<file path="src/rtl/xret_pkg.sv">
package xret_pkg;
  localparam int PSW_W   = 32;
  localparam int LVL_W   = 2;
  localparam int N_LVL   = 1 << LVL_W;
  localparam int NRW_BIT = 4;
  localparam int CMP_BIT = 5;
  localparam int IL_BIT  = 20;
  localparam int SS_BIT  = 21;
  localparam int MSK_LO  = 6;
  localparam int MSK_HI  = 9;
  localparam int FLG_LO  = 28;
  localparam int FLG_HI  = 31;

  typedef enum logic [4:0] {
    M_USR = 5'h10, M_FIQ = 5'h11, M_IRQ = 5'h12, M_SVC = 5'h13,
    M_MON = 5'h16, M_ABT = 5'h17, M_HYP = 5'h1A, M_UND = 5'h1B,
    M_SYS = 5'h1F
  } nmode_e;

  localparam logic [PSW_W-1:0] KEEP_MASK =
    (PSW_W'((1 << (FLG_HI - FLG_LO + 1)) - 1) << FLG_LO) |
    (PSW_W'((1 << (MSK_HI - MSK_LO + 1)) - 1) << MSK_LO);
endpackage

</file>
<file path="src/rtl/xret_mode_dec.sv">
module xret_mode_dec
  import xret_pkg::*;
(
  input  logic [PSW_W-1:0] psw_i,
  output logic             valid_o,
  output logic [LVL_W-1:0] lvl_o
);
  always_comb begin
    valid_o = 1'b1;
    lvl_o   = '0;
    if (psw_i[NRW_BIT]) begin
      unique case (psw_i[4:0])
        M_USR:                                lvl_o = 2'd0;
        M_HYP:                                lvl_o = 2'd2;
        M_FIQ, M_IRQ, M_SVC, M_ABT, M_UND, M_SYS: lvl_o = 2'd1;
        default:                              valid_o = 1'b0;
      endcase
    end else begin
      lvl_o = psw_i[3:2];
      if (psw_i[1] || psw_i[3:0] == 4'b0001) valid_o = 1'b0;
    end
  end
endmodule

</file>
<file path="src/rtl/xret_rules.sv">
module xret_rules
  import xret_pkg::*;
(
  input  logic             valid_i,
  input  logic [LVL_W-1:0] tgt_i,
  input  logic             nrw_i,
  input  logic [LVL_W-1:0] cur_lvl_i,
  input  logic             lvl2_impl_i,
  input  logic [N_LVL-1:0] wide_lvl_i,
  input  logic             secure_i,
  input  logic             tge_i,
  output logic             legal_o
);
  logic sec_low, too_high, no_l2, width_bad, sec_l2, tge_l1;

  always_comb begin
    sec_low   = secure_i && (cur_lvl_i != 2'd3);
    too_high  = tgt_i > cur_lvl_i;
    no_l2     = (tgt_i == 2'd2) && !lvl2_impl_i;
    width_bad = (tgt_i != '0) && (wide_lvl_i[tgt_i] == nrw_i);
    sec_l2    = (tgt_i == 2'd2) && sec_low;
    tge_l1    = (tgt_i == 2'd1) && tge_i && !sec_low;
    legal_o   = valid_i && !too_high && !no_l2 && !width_bad && !sec_l2 && !tge_l1;
  end
endmodule

</file>
<file path="src/rtl/xret_form.sv">
module xret_form
  import xret_pkg::*;
#(
  parameter int ADDR_W = 64
) (
  input  logic              legal_i,
  input  logic [LVL_W-1:0]  tgt_i,
  input  logic [PSW_W-1:0]  psw_i,
  input  logic [PSW_W-1:0]  cur_psw_i,
  input  logic [LVL_W-1:0]  cur_lvl_i,
  input  logic [ADDR_W-1:0] ret_addr_i,
  input  logic              ss_active_i,
  output logic [LVL_W-1:0]  lvl_o,
  output logic [ADDR_W-1:0] pc_o,
  output logic [PSW_W-1:0]  psw_o
);
  logic [ADDR_W-1:0] align_mask;
  logic [PSW_W-1:0]  psw_pre;

  always_comb begin
    align_mask = '1;
    if (psw_i[NRW_BIT]) align_mask[1:0] = psw_i[CMP_BIT] ? 2'b10 : 2'b00;
    if (legal_i) begin
      lvl_o   = tgt_i;
      pc_o    = ret_addr_i & align_mask;
      psw_pre = psw_i;
    end else begin
      lvl_o   = cur_lvl_i;
      pc_o    = ret_addr_i;
      psw_pre = (psw_i & KEEP_MASK) | (cur_psw_i & ~KEEP_MASK);
      psw_pre[IL_BIT] = 1'b1;
    end
    psw_o = psw_pre;
    if (!ss_active_i) psw_o[SS_BIT] = 1'b0;
  end
endmodule

</file>
<file path="src/rtl/xret_legality.sv">
module xret_legality
  import xret_pkg::*;
#(
  parameter int ADDR_W = 64
) (
  input  logic              clk_i,
  input  logic              rst_ni,
  input  logic              req_i,
  input  logic [31:0]       psw_i,
  input  logic [31:0]       cur_psw_i,
  input  logic [1:0]        cur_lvl_i,
  input  logic [ADDR_W-1:0] ret_addr_i,
  input  logic              lvl2_impl_i,
  input  logic [3:0]        wide_lvl_i,
  input  logic              secure_i,
  input  logic              tge_i,
  input  logic              ss_active_i,
  output logic              done_o,
  output logic              legal_o,
  output logic [1:0]        tgt_lvl_o,
  output logic [ADDR_W-1:0] pc_o,
  output logic [31:0]       psw_o
);
  logic              dec_valid, legal_c;
  logic [LVL_W-1:0]  dec_lvl, lvl_c;
  logic [ADDR_W-1:0] pc_c;
  logic [PSW_W-1:0]  psw_c;

  xret_mode_dec u_dec (
    .psw_i  (psw_i),
    .valid_o(dec_valid),
    .lvl_o  (dec_lvl)
  );

  xret_rules u_rules (
    .valid_i    (dec_valid),
    .tgt_i      (dec_lvl),
    .nrw_i      (psw_i[NRW_BIT]),
    .cur_lvl_i  (cur_lvl_i),
    .lvl2_impl_i(lvl2_impl_i),
    .wide_lvl_i (wide_lvl_i),
    .secure_i   (secure_i),
    .tge_i      (tge_i),
    .legal_o    (legal_c)
  );

  xret_form #(.ADDR_W(ADDR_W)) u_form (
    .legal_i    (legal_c),
    .tgt_i      (dec_lvl),
    .psw_i      (psw_i),
    .cur_psw_i  (cur_psw_i),
    .cur_lvl_i  (cur_lvl_i),
    .ret_addr_i (ret_addr_i),
    .ss_active_i(ss_active_i),
    .lvl_o      (lvl_c),
    .pc_o       (pc_c),
    .psw_o      (psw_c)
  );

  always_ff @(posedge clk_i or negedge rst_ni) begin
    if (!rst_ni) begin
      done_o    <= 1'b0;
      legal_o   <= 1'b0;
      tgt_lvl_o <= '0;
      pc_o      <= '0;
      psw_o     <= '0;
    end else begin
      done_o <= req_i;
      if (req_i) begin
        legal_o   <= legal_c;
        tgt_lvl_o <= lvl_c;
        pc_o      <= pc_c;
        psw_o     <= psw_c;
      end
    end
  end
endmodule

</file>
<file path="config.mk">
export PLATFORM = sky130hd
export DESIGN_NAME = xret_legality
export DESIGN_NICKNAME = d
export VERILOG_FILES = /design/src/rtl/xret_pkg.sv /design/src/rtl/xret_mode_dec.sv /design/src/rtl/xret_rules.sv /design/src/rtl/xret_form.sv /design/src/rtl/xret_legality.sv
export SDC_FILE = /design/constraint.sdc
export NUM_CORES = 1
export LEC_CHECK = 0
export ABC_AREA = 1
export BUFFER_PORTS_ARGS = -buffer_cell sky130_fd_sc_hd__buf_4
export CORE_MARGIN = 3
export CORE_UTILIZATION = 45
export DETAILED_ROUTE_END_ITERATION = 7
export GPL_ROUTABILITY_DRIVEN = 0
export PLACE_DENSITY = 0.8
export RECOVER_POWER = 25
export REMOVE_ABC_BUFFERS = 1
export SYNTH_ARGS = -nofsm -noshare
export SYNTH_HDL_FRONTEND = slang
export SYNTH_SLANG_ARGS = --single-unit
</file>
<file path="constraint.sdc">
create_clock -name clk_i -period 1.1 [get_ports clk_i]
set_clock_uncertainty 0.2 [all_clocks]
set_input_delay 0.11 -clock clk_i [delete_from_list [all_inputs] [get_ports clk_i]]
set_output_delay 0.11 -clock clk_i [all_outputs]
set_load 0.02 [all_outputs]
</file>
==> results.sh, run 1 <==
export IMPL_status="finished, violations left"
export IMPL_violations="negative setup slack"
export IMPL_power_static_leakage_nw=5.101
export IMPL_clock_tree_htree_level_count=3
export IMPL_max_cap_violations=0
export IMPL_floorplan_initialDensity_pct=46.83
export IMPL_grt_antenna_before_repair=1
export IMPL_finalHoldViolCount=0
export IMPL_synth_xor_area_share_pct=0.1896
export IMPL_net_switching_power_mw=4.081
export IMPL_die_width_microns=107.3
export IMPL_synth_top_family_by_area="simple AND/OR/NAND/NOR gates"
export IMPL_route_vias_total=6647
export IMPL_maxSlewViolCount=0
export IMPL_worst_skew_pair_late_latency_ps=370
export IMPL_vdd_ir_drop_worst_mv=0.9948
export IMPL_vias_per_cell=5.750
export IMPL_synth_simple_area_share_pct=36.43
export IMPL_worst_endpoint_arrival_ps=1900
export IMPL_gr_total_overflow=0
export IMPL_final_period_utilization_pct=166.8
export IMPL_yosys_area_share_adder_pct=0.5417
export IMPL_core_area_sq_um=9864
export IMPL_postSynthRegisterBits=100
export IMPL_wl_per_cell_microns=23.33
export IMPL_track_usage_pct=36.10
export IMPL_ant_nets_after_route=0
export IMPL_buffer_ports_inserted=230
export IMPL_worstSetupPathType="in -> reg"
export IMPL_min_delay_path_class="in -> reg"
export IMPL_placement_setup_worst_slack_ps=-1031
export IMPL_maximum_clock_path_buffer_count=2
export IMPL_ctsRootBufferMaster="sky130_fd_sc_hd__clkbuf_8"
export IMPL_area_growth_syn_to_layout_pct=102.0
export IMPL_timing_setup_tns_ps=-34250
export IMPL_yosys_cell_types_count=24
export IMPL_hpwl_detailed_microns=10330
export IMPL_sequentialPowerShare_pct=39.0
export IMPL_rsz0062_at_grt="yes"
export IMPL_fp_dieArea_sq_um=11520
export IMPL_setup_viol=131
export IMPL_cts_reportedPaths_clkPinSlew_ps=120
export IMPL_critPathLaunchType="input port"
export IMPL_core_rowCount=36
export IMPL_seq_area_frac_synth_pct=54.17
export IMPL_post_route_cells_drive_above_1_share_pct=40.70
export IMPL_relSlewSlack_pct=57.72
export IMPL_drt_iter0_drc=813
export IMPL_clock_power_share_pct=21.6
export IMPL_ys_warnings_count=0
export IMPL_num_io_pins=241
export IMPL_grt_start_max_net_pins=54
export IMPL_post_synth_instance_area_sq_um=4619
export IMPL_clkSinkCount=100
export IMPL_minimum_clock_period_after_layout_ps=1835
export IMPL_power_density_cell_area_nw_per_um2=1226
export IMPL_design_final_nets=1162
export IMPL_synth_compound_area_share_pct=0.3792
export IMPL_max_slew_worst_pin_slew_ps=634.3
export IMPL_combPwrFrac_pct=39.3
export IMPL_synthMuxAreaShare_pct=0
export IMPL_synthCells=585
export IMPL_wire_length_of_the_first_global_routing_pass_microns=32030
export IMPL_internal_power_mw=7.355
export IMPL_postSynthAreaPerCell_sq_um=7.896
export IMPL_drc=0
export IMPL_finalWirelength_microns=26970
export IMPL_chipHeight_microns=107.3
export IMPL_switching_share_pct=35.69
export IMPL_cts_tree="done"
export IMPL_drt_pass1_iterations=6
export IMPL_first_global_vias=6275
export IMPL_fin_ws_ps=-734.7
export IMPL_cts_inserted_buffers=9
export IMPL_crit_path_max_fanout=7
export IMPL_endpoint_kind="flip-flop"
export IMPL_worst_path_required_ps=1170
export IMPL_max_freq_mhz=545.1
==> metal layers <==
metal	vias up	GRT usage, %	wire length, microns
li1	2640	-	-
met2	687	64.08	12910
met3	281	8.398	2879
met4	0	21.19	2718
met1	3039	39.06	8465
met5	-	0	0
==> cell type report <==
type	instances	area [sq um]
antenna	1	2.502
multi-input combinational	397	1964
clock buffer	10	127.6
clock inverter	4	51.30
inverter	58	230.2
fill	281	534.3
timing repair buffer	453	4285
tap	133	166.4
sequential	100	2502
==> cells in the mapped netlist (all sizes together) <==
master | instances | share of area (%)
clkbuf | 14 | 1.1
or2 | 1 | 0.14
buf | 16 | 2.4
nand3 | 29 | 3.5
nand3b | 1 | 0.16
dfrtp | 100 | 54
nor2 | 14 | 1.3
nand2 | 320 | 27
ha | 2 | 0.54
inv | 58 | 4.7
nand4 | 26 | 3.8
xnor2 | 1 | 0.19
a21oi | 2 | 0.22
o21bai | 1 | 0.16
==> flip-flops by register name (all words and copies together), names as in the netlist <==
signal	cells
done_o	1
legal_o	1
pc_o	64
psw_o	32
tgt_lvl_o	2
==> per-stage QoR <==
step                      instance area, sq um  hold WS, ps  std cells  total power, mW  util [%]
after floorplan                           4454       -385.6        555            5.575         -
after global placement                    6658       -67.15        946            7.067     67.49
after detailed placement                  6658       -63.44        946            7.155     67.49
after CTS                                 8806        7.456       1108            10.38     89.27
after global routing                      9330        34.24       1156            11.71     94.58
final                                     9330        39.98       1156            11.44     94.58
==> kinds of logic (layout without fill, tap and decap cells) <==
family,count (synthesis),after routing
flip-flops,100,100
buffers and inverters,88,525
AO/OA/AOI/OAI,3,3
XOR/XNOR,1,1
AND/OR/NAND/NOR,391,391
adder cells (fa/ha/maj),2,2
other,0,1
==> cell usage in the layout (no fill, tap or decap), types with 13 or more instances in the layout <==
| cell type | count |
|---|---|
| sky130_fd_sc_hd__buf_4 | 210 |
| sky130_fd_sc_hd__nand2_1 | 283 |
| sky130_fd_sc_hd__nand3_2 | 15 |
| sky130_fd_sc_hd__nand2_4 | 15 |
| sky130_fd_sc_hd__nand2_2 | 22 |
| sky130_fd_sc_hd__dfrtp_1 | 100 |
| sky130_fd_sc_hd__nand3_1 | 13 |
| sky130_fd_sc_hd__inv_1 | 49 |
| sky130_fd_sc_hd__nand4_1 | 25 |
| sky130_fd_sc_hd__dlygate4sd3_1 | 121 |
| sky130_fd_sc_hd__buf_6 | 104 |
==> final timing paths <==
check | start | to | slack [ps] | depth (start not counted)
setup / recovery | psw_i[4] | psw_o[17]$_DFFE_PN0P_ | -730 | 15
hold / removal | req_i | pc_o[42]$_DFFE_PN0P_ | 40 | 4
setup reg to reg | psw_o[17]$_DFFE_PN0P_ | psw_o[17]$_DFFE_PN0P_ | -80 | 4
hold reg to reg | pc_o[59]$_DFFE_PN0P_ | pc_o[59]$_DFFE_PN0P_ | 320 | 2
max in group asynchronous | rst_ni | pc_o[35]$_DFFE_PN0P_ | 80 | 3
min in group asynchronous | rst_ni | pc_o[12]$_DFFE_PN0P_ | 220 | 3
==> critical path: stages <==
cell and delay, ps:
sky130_fd_sc_hd__buf_4 130, sky130_fd_sc_hd__nor2_2 170, sky130_fd_sc_hd__inv_2 70, sky130_fd_sc_hd__nand2_4 70, sky130_fd_sc_hd__ha_4 210, sky130_fd_sc_hd__inv_1 70, sky130_fd_sc_hd__o21bai_1 100, sky130_fd_sc_hd__nand2_2 90
sky130_fd_sc_hd__nand2_2 60, sky130_fd_sc_hd__nor2_4 150, sky130_fd_sc_hd__buf_12 160, sky130_fd_sc_hd__clkbuf_16 150, sky130_fd_sc_hd__nand4_1 160, sky130_fd_sc_hd__nand3_2 120, sky130_fd_sc_hd__nand2_1 70
==> timing repair <==
| action | in CTS | in global routing |
|---|---|---|
| hold buffers | 121 | 0 |
| gates cloned | 1 | 2 |
| setup endpoints to repair | 129 | 129 |
| hold endpoints to repair | 198 | 0 |
| gates resized for setup | 141 | 34 |
| setup buffers | 26 | 45 |
| pin swaps | 22 | 44 |
==> power by group through the flow <==
stage | Sequential (mW) | Clock, mW | Combinational [mW]
global route | 4.47 | 2.58 | 4.65
CTS | 4.37 | 2.32 | 3.68
finish | 4.47 | 2.47 | 4.50
global placement | 4.35 | 0 | 2.72
detailed placement | 4.37 | 0 | 2.79
floorplan | 4.83 | 0 | 0.749
No activity file was read; power rests on OpenSTA's default activity.
==> run 2: changes to the inputs <==
Settings changed: BUFFER_PORTS_ARGS -buffer_cell sky130_fd_sc_hd__buf_4 to default, CORE_UTILIZATION 45 to 51, DONT_BUFFER_PORTS from default to 1, PLACE_DENSITY 0.8 to 0.66.
==> results.sh, run 2 (same netlist as run 1, synthesis figures left out) <==
export IMPL_max_slew_worst_pin_slew_ps=251.6
export IMPL_r2r_cells=4
export IMPL_wl_per_cell_microns=18.63
export IMPL_vias_per_cell=5.374
export IMPL_wire_length_of_the_first_global_routing_pass_microns=24510
export IMPL_drt_pass1_iterations=5
export IMPL_design_area_final_sq_um=7681
export IMPL_largestRegisters="pc_o (64), psw_o (32), tgt_lvl_o (2)"
export IMPL_grt_start_max_net_pins=102
export IMPL_finalWirelength_microns=17400
export IMPL_violations="negative hold slack, negative setup slack"
export IMPL_setup_viol=129
export IMPL_ant_nets_after_route=0
export IMPL_relSlewSlack_pct=83.16
export IMPL_post_route_cells_drive_above_1_share_pct=32.69
export IMPL_num_io_pins=241
export IMPL_timing_setup_tns_ps=-22420
export IMPL_track_usage_pct=30.84
export IMPL_status="finished, violations left"
export IMPL_maximum_clock_path_buffer_count=2
export IMPL_drt_iter0_drc=217
export IMPL_largest_register="pc_o"
export IMPL_postLayoutCoreUtil_pct=87.65
export IMPL_chipHeight_microns=101.2
export IMPL_cts_inserted_buffers=9
export IMPL_worst_path_required_ps=1150
export IMPL_buffer_ports_inserted=0
export IMPL_timing_rr_start="pc_o[10]$_DFFE_PN0P_"
export IMPL_core_rowCount=34
export IMPL_critPathLaunchType="input port"
export IMPL_maxSlewViolCount=0
export IMPL_min_delay_path_class="in -> async"
export IMPL_final_period_utilization_pct=136.4
export IMPL_timing_hold_ws_ps=-787.6
export IMPL_power_density_cell_area_nw_per_um2=1322
export IMPL_crit_path_max_fanout=7
export IMPL_instance_area_at_placement_sq_um=5553
export IMPL_finalHoldViolCount=200
export IMPL_fin_ws_ps=-400.4
export IMPL_drc=0
export IMPL_vdd_ir_drop_worst_mv=0.9005
export IMPL_first_global_vias=4978
export IMPL_max_cap_violations=0
export IMPL_rsz0062_at_grt="yes"
export IMPL_antennaDiodeCount=0
export IMPL_worst_skew_pair_late_latency_ps=360
export IMPL_max_freq_mhz=666.5
export IMPL_crit_path_start="psw_i[3]"
export IMPL_cts_tree="done"
export IMPL_largest_register_ff_count=64
export IMPL_clock_tree_htree_level_count=3
export IMPL_ctsRootBufferMaster="sky130_fd_sc_hd__clkbuf_8"
export IMPL_route_vias_total=5019
export IMPL_core_area_sq_um=8763
export IMPL_hpwl_detailed_microns=8626
export IMPL_area_growth_syn_to_layout_pct=66.28
export IMPL_die_width_microns=101.2
export IMPL_power_static_leakage_nw=4.170
export IMPL_most_common_cell_after_layout_fill_and_taps_aside="sky130_fd_sc_hd__nand2_1"
export IMPL_worst_endpoint_arrival_ps=1550
export IMPL_floorplan_initialDensity_pct=52.71
export IMPL_worstSetupPathType="in -> reg"
export IMPL_grt_antenna_before_repair=0
export IMPL_gr_total_overflow=0
export IMPL_endpoint_kind="flip-flop"
export IMPL_design_final_nets=964
export IMPL_layout_filler_cells=388
export IMPL_cts_reportedPaths_clkPinSlew_ps=120
export IMPL_fp_dieArea_sq_um=10240
export IMPL_clkSinkCount=100
export IMPL_placement_setup_worst_slack_ps=-906.4
export IMPL_layout_cells_most_common_list="sky130_fd_sc_hd__nand2_1, sky130_fd_sc_hd__buf_6, sky130_fd_sc_hd__dfrtp_1"
export IMPL_minimum_clock_period_after_layout_ps=1500
[run 2: cell count changes in the layout (fill, tap and decap cells not counted), sizes merged]
cell         before  now
diode             1    0
buf             328  178
inv              59   60
dlygate4sd3     121   77
clkinv            1    2
bufinv            1    0
clkbuf           14   11
[run 2: worst paths after layout]
path                       slack [ps]                       end
min in group clk_i               -400          done_o$_DFF_PN0_
max in group asynchronous        1350  tgt_lvl_o[1]$_DFFE_PN0P_
hold reg to reg                   300      psw_o[1]$_DFFE_PN0P_
setup / recovery                 -400  tgt_lvl_o[1]$_DFFE_PN0P_
hold / removal                   -790      pc_o[47]$_DFFE_PN0P_
setup reg to reg                    0      pc_o[10]$_DFFE_PN0P_
[run 2: routing by layer]
layer	up-vias	wire, microns	global-route usage (%)
li1	2242	-	-
met5	-	0	0
met4	0	775	13.91
met2	284	9123	55.03
met3	65	1376	7.507
met1	2428	6121	34.82
[run 2: power breakdown]
group          internal (mW)  switching, mW
Clock                   1.01           1.40
Sequential              4.07          0.334
Combinational           1.70           1.65
Total                   6.77           3.39
[run 2: layout make-up]
class | count | area, sq um | share of cell area, %
multi-input cells | 397 | 2006 | 26.11
inverters | 58 | 264.0 | 3.437
well taps | 108 | 135.1 | 1.759
repair buffers | 255 | 2571 | 33.47
clock inverters | 5 | 50.05 | 0.6516
flip-flops and latches | 100 | 2504 | 32.59
clock buffers | 11 | 151.4 | 1.971
[run 2: critical path, stage by stage]
cell and delay, ps:
sky130_fd_sc_hd__clkinv_16 40, sky130_fd_sc_hd__nand2_8 50, sky130_fd_sc_hd__nand2_4 60, sky130_fd_sc_hd__nand2_4 60, sky130_fd_sc_hd__nand2_4 80, sky130_fd_sc_hd__inv_4 40, sky130_fd_sc_hd__ha_4 260, sky130_fd_sc_hd__nand2_2 50
sky130_fd_sc_hd__nand2_2 70, sky130_fd_sc_hd__nand2_2 60, sky130_fd_sc_hd__nor2_4 150, sky130_fd_sc_hd__buf_6 150, sky130_fd_sc_hd__buf_6 120, sky130_fd_sc_hd__nand4_1 120, sky130_fd_sc_hd__nand3_2 90, sky130_fd_sc_hd__nand2_2 50
[run 2: per-stage QoR]
stage	power (mW)	hold WS, ps	instances
2_1_floorplan	5.575	-385.6	555
3_3_place_gp	6.549	-383.1	783
3_5_place_dp	6.600	-383.0	783
4_1_cts	9.765	-785.1	898
5_1_grt	10.58	-812.3	934
6_report	10.16	-787.6	934
[run 2: timing repair]
item	CTS	global route
buffers inserted	23	35
gates cloned	1	0
hold endpoints to repair	200	200
hold buffers	76	1
setup endpoints to repair	129	129
gates resized for setup	152	31
pin swaps	33	21
